==> src/rtl/cpg_pkg.sv <==
package cpg_pkg;
    // Register width and feedback taps (1-indexed stage numbers).
    parameter int CPG_W     = 10;
    parameter int CPG_TAP_A = 10;
    parameter int CPG_TAP_B = 7;
endpackage

==> src/rtl/cpg_lfsr.sv <==
module cpg_lfsr #(
    parameter int W     = cpg_pkg::CPG_W,
    parameter int TAP_A = cpg_pkg::CPG_TAP_A,
    parameter int TAP_B = cpg_pkg::CPG_TAP_B
) (
    input  logic         clk,
    input  logic         rst,
    input  logic         adv,
    output logic [W-1:0] q,
    output logic [W-1:0] q_next
);
    localparam int IA = TAP_A - 1;
    localparam int IB = TAP_B - 1;

    logic fb;

    // XNOR feedback: all-zeros is a legal start, all-ones is the trap state.
    always_comb begin
        fb     = ~(q[IA] ^ q[IB]);
        q_next = {q[W-2:0], fb};
    end

    always_ff @(posedge clk) begin
        if (rst) begin
            q <= '0;
        end else if (adv) begin
            q <= q_next;
        end
    end
endmodule

==> src/rtl/cpg_mag_cmp.sv <==
module cpg_mag_cmp #(
    parameter int W = cpg_pkg::CPG_W
) (
    input  logic [W-1:0] a,
    input  logic [W-1:0] b,
    output logic         a_gt_b
);
    // Ripple from MSB: greater is decided at the highest differing bit.
    logic [W:0] gt_c;
    logic [W:0] eq_c;

    assign gt_c[W] = 1'b0;
    assign eq_c[W] = 1'b1;

    for (genvar i = 0; i < W; i++) begin : g_bit
        assign gt_c[i] = gt_c[i+1] | (eq_c[i+1] & a[i] & ~b[i]);
        assign eq_c[i] = eq_c[i+1] & ~(a[i] ^ b[i]);
    end

    assign a_gt_b = gt_c[0];
endmodule

==> src/rtl/cyber_press_gen.sv <==
module cyber_press_gen #(
    parameter int W     = cpg_pkg::CPG_W,
    parameter int TAP_A = cpg_pkg::CPG_TAP_A,
    parameter int TAP_B = cpg_pkg::CPG_TAP_B
) (
    input  logic           clk,
    input  logic           rst,
    input  logic           tick,
    input  logic [W-2:0]   level,
    output logic           press,
    output logic [W-1:0]   lfsr_q
);
    localparam int LVL_W = W - 1;
    localparam int PAD_W = W - LVL_W;

    logic [W-1:0] lfsr_nxt;
    logic [W-1:0] level_ext;
    logic         hit;

    assign level_ext = {{PAD_W{1'b0}}, level};

    cpg_lfsr #(.W(W), .TAP_A(TAP_A), .TAP_B(TAP_B)) u_lfsr (
        .clk    (clk),
        .rst    (rst),
        .adv    (tick),
        .q      (lfsr_q),
        .q_next (lfsr_nxt)
    );

    // Compare against the value being loaded so press and lfsr_q stay paired.
    cpg_mag_cmp #(.W(W)) u_cmp (
        .a      (level_ext),
        .b      (lfsr_nxt),
        .a_gt_b (hit)
    );

    always_ff @(posedge clk) begin
        if (rst) begin
            press <= 1'b0;
        end else if (tick) begin
            press <= hit;
        end
    end
endmodule

==> config.mk <==
export PLATFORM = sky130hd
export DESIGN_NAME = cyber_press_gen
export DESIGN_NICKNAME = d
export VERILOG_FILES = /design/src/rtl/cpg_pkg.sv /design/src/rtl/cpg_lfsr.sv /design/src/rtl/cpg_mag_cmp.sv /design/src/rtl/cyber_press_gen.sv
export SDC_FILE = /design/constraint.sdc
export NUM_CORES = 1
export LEC_CHECK = 0
export ABC_CLOCK_PERIOD_IN_PS = 1700
export BUFFER_PORTS_ARGS = -buffer_cell sky130_fd_sc_hd__buf_2
export CORE_AREA = 3 3 40 42
export CTS_CLUSTER_DIAMETER = 150
export DETAILED_ROUTE_END_ITERATION = 8
export DIE_AREA = 0 0 43 45
export PLACE_DENSITY = 0.71
export SETUP_SLACK_MARGIN = 0.3
export SYNTH_ARGS = -nofsm -noshare
export SYNTH_HDL_FRONTEND = slang
export SYNTH_SLANG_ARGS = --single-unit
==> constraint.sdc <==
create_clock -name clk -period 1.7 [get_ports clk]
set_clock_uncertainty 0.1 [all_clocks]
set_input_delay 0.34 -clock clk [delete_from_list [all_inputs] [get_ports clk]]
set_output_delay 0.34 -clock clk [all_outputs]
set_load 0.03 [all_outputs]
==> out/metrics.csv <==
stage;metric;value;unit
status;status;finished clean;
drt;num_vias;538;
synth;synth.avg_cell_area;9.021;µm²
drt;viasPerCell;5.173;
clocking;cts_buffers;3;
job;max_cap_violations;0;
clocking;clock-sinks;11;
floorplan;die_height;45;µm
clocking;cts.path.max_buffers;2;
synth;ys_seq_area_frac;0.3937;
worst_hold_path;hold_path.class;input port to flop;
finish;multi_input_area;342.8;µm²
worst_setup_path;slowest_stage;dfxtp_4;
synth;synth_area;559.3;µm²
finish;n_antenna_cell;0;
clocking;root_buffer;clkbuf_4;
sta;finalMaxSlewViolations;0;
global_route;grtUsageMet2;0.2515;
finish;area_delta_synth_final;40.94;%
drt;drt_wl_total;1260;µm
sta;period_minus_slack;1604;ps
drt;drt_iter0_drc;8;
worst_setup_path;endpoint_kind;flop;
clocking;cts_tree;yes;
placed_design;portBuffers;22;
worst_setup_path;path_class;flop to flop;
worst_setup_path;crit_fanout;6;
finish;area.sequential;234.0;µm²
power;power.total;511.9;µW
global_route;grtUsageMet1;0.1892;
synth;synth_nets;74;
sta;fmax;623.3;MHz
sta;relSlewSlack;0.7554;
global_route;grt_busiest_layer;met2;
power;leakage;0.0003840;µW
clocking;clk_pin_slew;70;ps
floorplan;rows;13;
worst_setup_path;cp_data_required_time;1770;ps
global_route;grt_antenna_before_repair;0;
drt;firstDrtPassIters;5;
power;powerDensity;649.4;mW/mm²
worst_setup_path;startpoint_type;flop;
finish;final_area;788.3;µm²
placed_design;gp_congestion;0.7489;
drt;drc_errors;0;
sta;finalSetupViolCount;0;
sta;tightest_slew;364.7;ps
global_route;grt_max_degree;12;
drt;final_antenna_net_count;0;
synth;ys_types;22;
floorplan;fp.dieW;43;µm
clocking;clk_latency;260;ps
floorplan;num_io_pins;23;
drt;wl_per_cell;12.12;µm
sta;rsz0062_at_grt;yes;
finish;fin_nets;102;
worst_setup_path;arrival;1670;ps
placed_design;hpwl;969.6;µm
worst_setup_path;worst-path-buf-inv;0;
global_route;grt_usage;0.1551;
power;max-vdd-ir-drop;479.5;µV
worst_setup_path;crit_family;simple AND/OR/NAND/NOR gates;
synth;synthCells;62;
global_route;grt_pass1_vias;500;
floorplan;coreArea;0.001285;mm²
placed_design;placed_area;699.4;µm²
global_route;met3_usage;0.02789;
global_route;grt.overflow.total;0;
worst_setup_path;path_cells;nand2b_4 > maj3_2 > o21a_1 > nand3_2 > o41ai_2 > nor4_1;
sta;final_hold_viol_count;0;
global_route;grt_pass1_wl;2235;µm
worst_setup_path;slowest_delay;360;ps
finish;fillCellCount;120;
floorplan;start_util;0.4352;
sta;final.period_utilization;0.9438;
floorplan;die_area;0.001935;mm²
synth;synth_seq_cells;11;
clocking;cts-htree-levels;1;
finish;drive_gt1_frac;0.4831;
synth;yosys_warnings;0;
[layer usage]
| layer | vias up | share of wire |
|---|---|---|
| li1 | 278 | - |
| met1 | 249 | 0.44 |
| met2 | 9 | 0.51 |
| met3 | 2 | 0.038 |
| met4 | 0 | 0.013 |
| met5 | - | 0 |
[stage by stage]
step | worst slack, ps | setup TNS, ps | hold WS [ps] | cells | util
final | 95.59 | 0 | 283.9 | 104 | 0.6134
after global routing | 37.50 | 0 | 290.3 | 104 | 0.6134
after CTS | 103.9 | 0 | 277.7 | 104 | 0.5979
after detailed placement | -1.012 | -1.012 | 408.9 | 98 | 0.5443
after global placement | 62.30 | 0 | 400.1 | 98 | 0.5443
after floorplan | 113.7 | 0 | 317.2 | 62 | -
[final timing paths]
kind              slack, ps         from  cells past startpoint     endpoint
setup / recovery        100  u_lfsr.q[6]                      6        press
hold / removal          280          rst                      2  u_lfsr.q[5]
setup reg to reg        100  u_lfsr.q[6]                      6        press
hold reg to reg         420  u_lfsr.q[1]                      2  u_lfsr.q[1]
[cells in the mapped netlist]
| master | number | area share |
|---|---|---|
| nand3_1 | 1 | 0.0089 |
| dfxtp_1 | 11 | 0.39 |
| o21ai_0 | 3 | 0.027 |
| nor2_1 | 11 | 0.074 |
| mux2i_1 | 11 | 0.20 |
| a211oi_1 | 1 | 0.013 |
| nor4_1 | 1 | 0.011 |
| o2bb2ai_1 | 1 | 0.016 |
| nand2b_1 | 1 | 0.011 |
| buf_2 | 1 | 0.0089 |
| inv_1 | 8 | 0.054 |
| nor3b_1 | 1 | 0.013 |
| a222oi_1 | 1 | 0.018 |
| clkbuf_1 | 1 | 0.0067 |
| maj3_2 | 1 | 0.020 |
| o21a_1 | 1 | 0.013 |
| xnor2_1 | 1 | 0.016 |
| maj3_1 | 1 | 0.018 |
| o41ai_1 | 2 | 0.031 |
| o22ai_1 | 1 | 0.011 |
| nor2b_1 | 1 | 0.011 |
| o2111ai_2 | 1 | 0.027 |
[cell type report]
cell class              instances  area share
clock buffers                   3     0.02857
clock inverters                 1    0.006349
inverters                       8     0.03810
multi-input cells              41      0.4349
flip-flops and latches         11      0.2968
well taps                      15     0.02381
repair buffers                 25      0.1714
[cells by family after synthesis]
kind of cell | after synthesis | share of synthesized area
buffers and inverters | 10 | 0.06934
multiplexers | 11 | 0.1969
XOR/XNOR | 1 | 0.01566
adder cells (fa/ha/maj) | 2 | 0.03803
AND/OR/NAND/NOR | 16 | 0.1298
flip-flops | 11 | 0.3937
AO/OA/AOI/OAI | 11 | 0.1566
[cells in the final DEF, fill, tap and decap left out, types with 2 or more instances in the layout]
master and n:
o41ai_2 2, buf_2 21, inv_1 7, clkbuf_4 4
mux2i_1 11, dfxtp_4 3, dfxtp_1 6, buf_4 3
dfxtp_2 2, nor2_1 11
[power breakdown]
part | leakage [µW] | internal (µW) | switching (µW)
sequential | 0.0000924 | 260 | 4.75
combinational | 0.000274 | 35.5 | 47.0
clock | 0.0000177 | 86.6 | 77.6
total | 0.000384 | 383 | 129
[registers in the layout, indices dropped and copies added, names as in the netlist]
signal and flops:
u_lfsr.q 10, press 1
[what timing repair did]
item | 4_1_cts | 5_1_grt
setup buffers | 2 | 0
hold buffers | 0 | 0
setup endpoints to repair | 1 | 4
pin swaps | 6 | 4
gates resized for setup | 7 | 5
(Power assumes the default switching activity.)
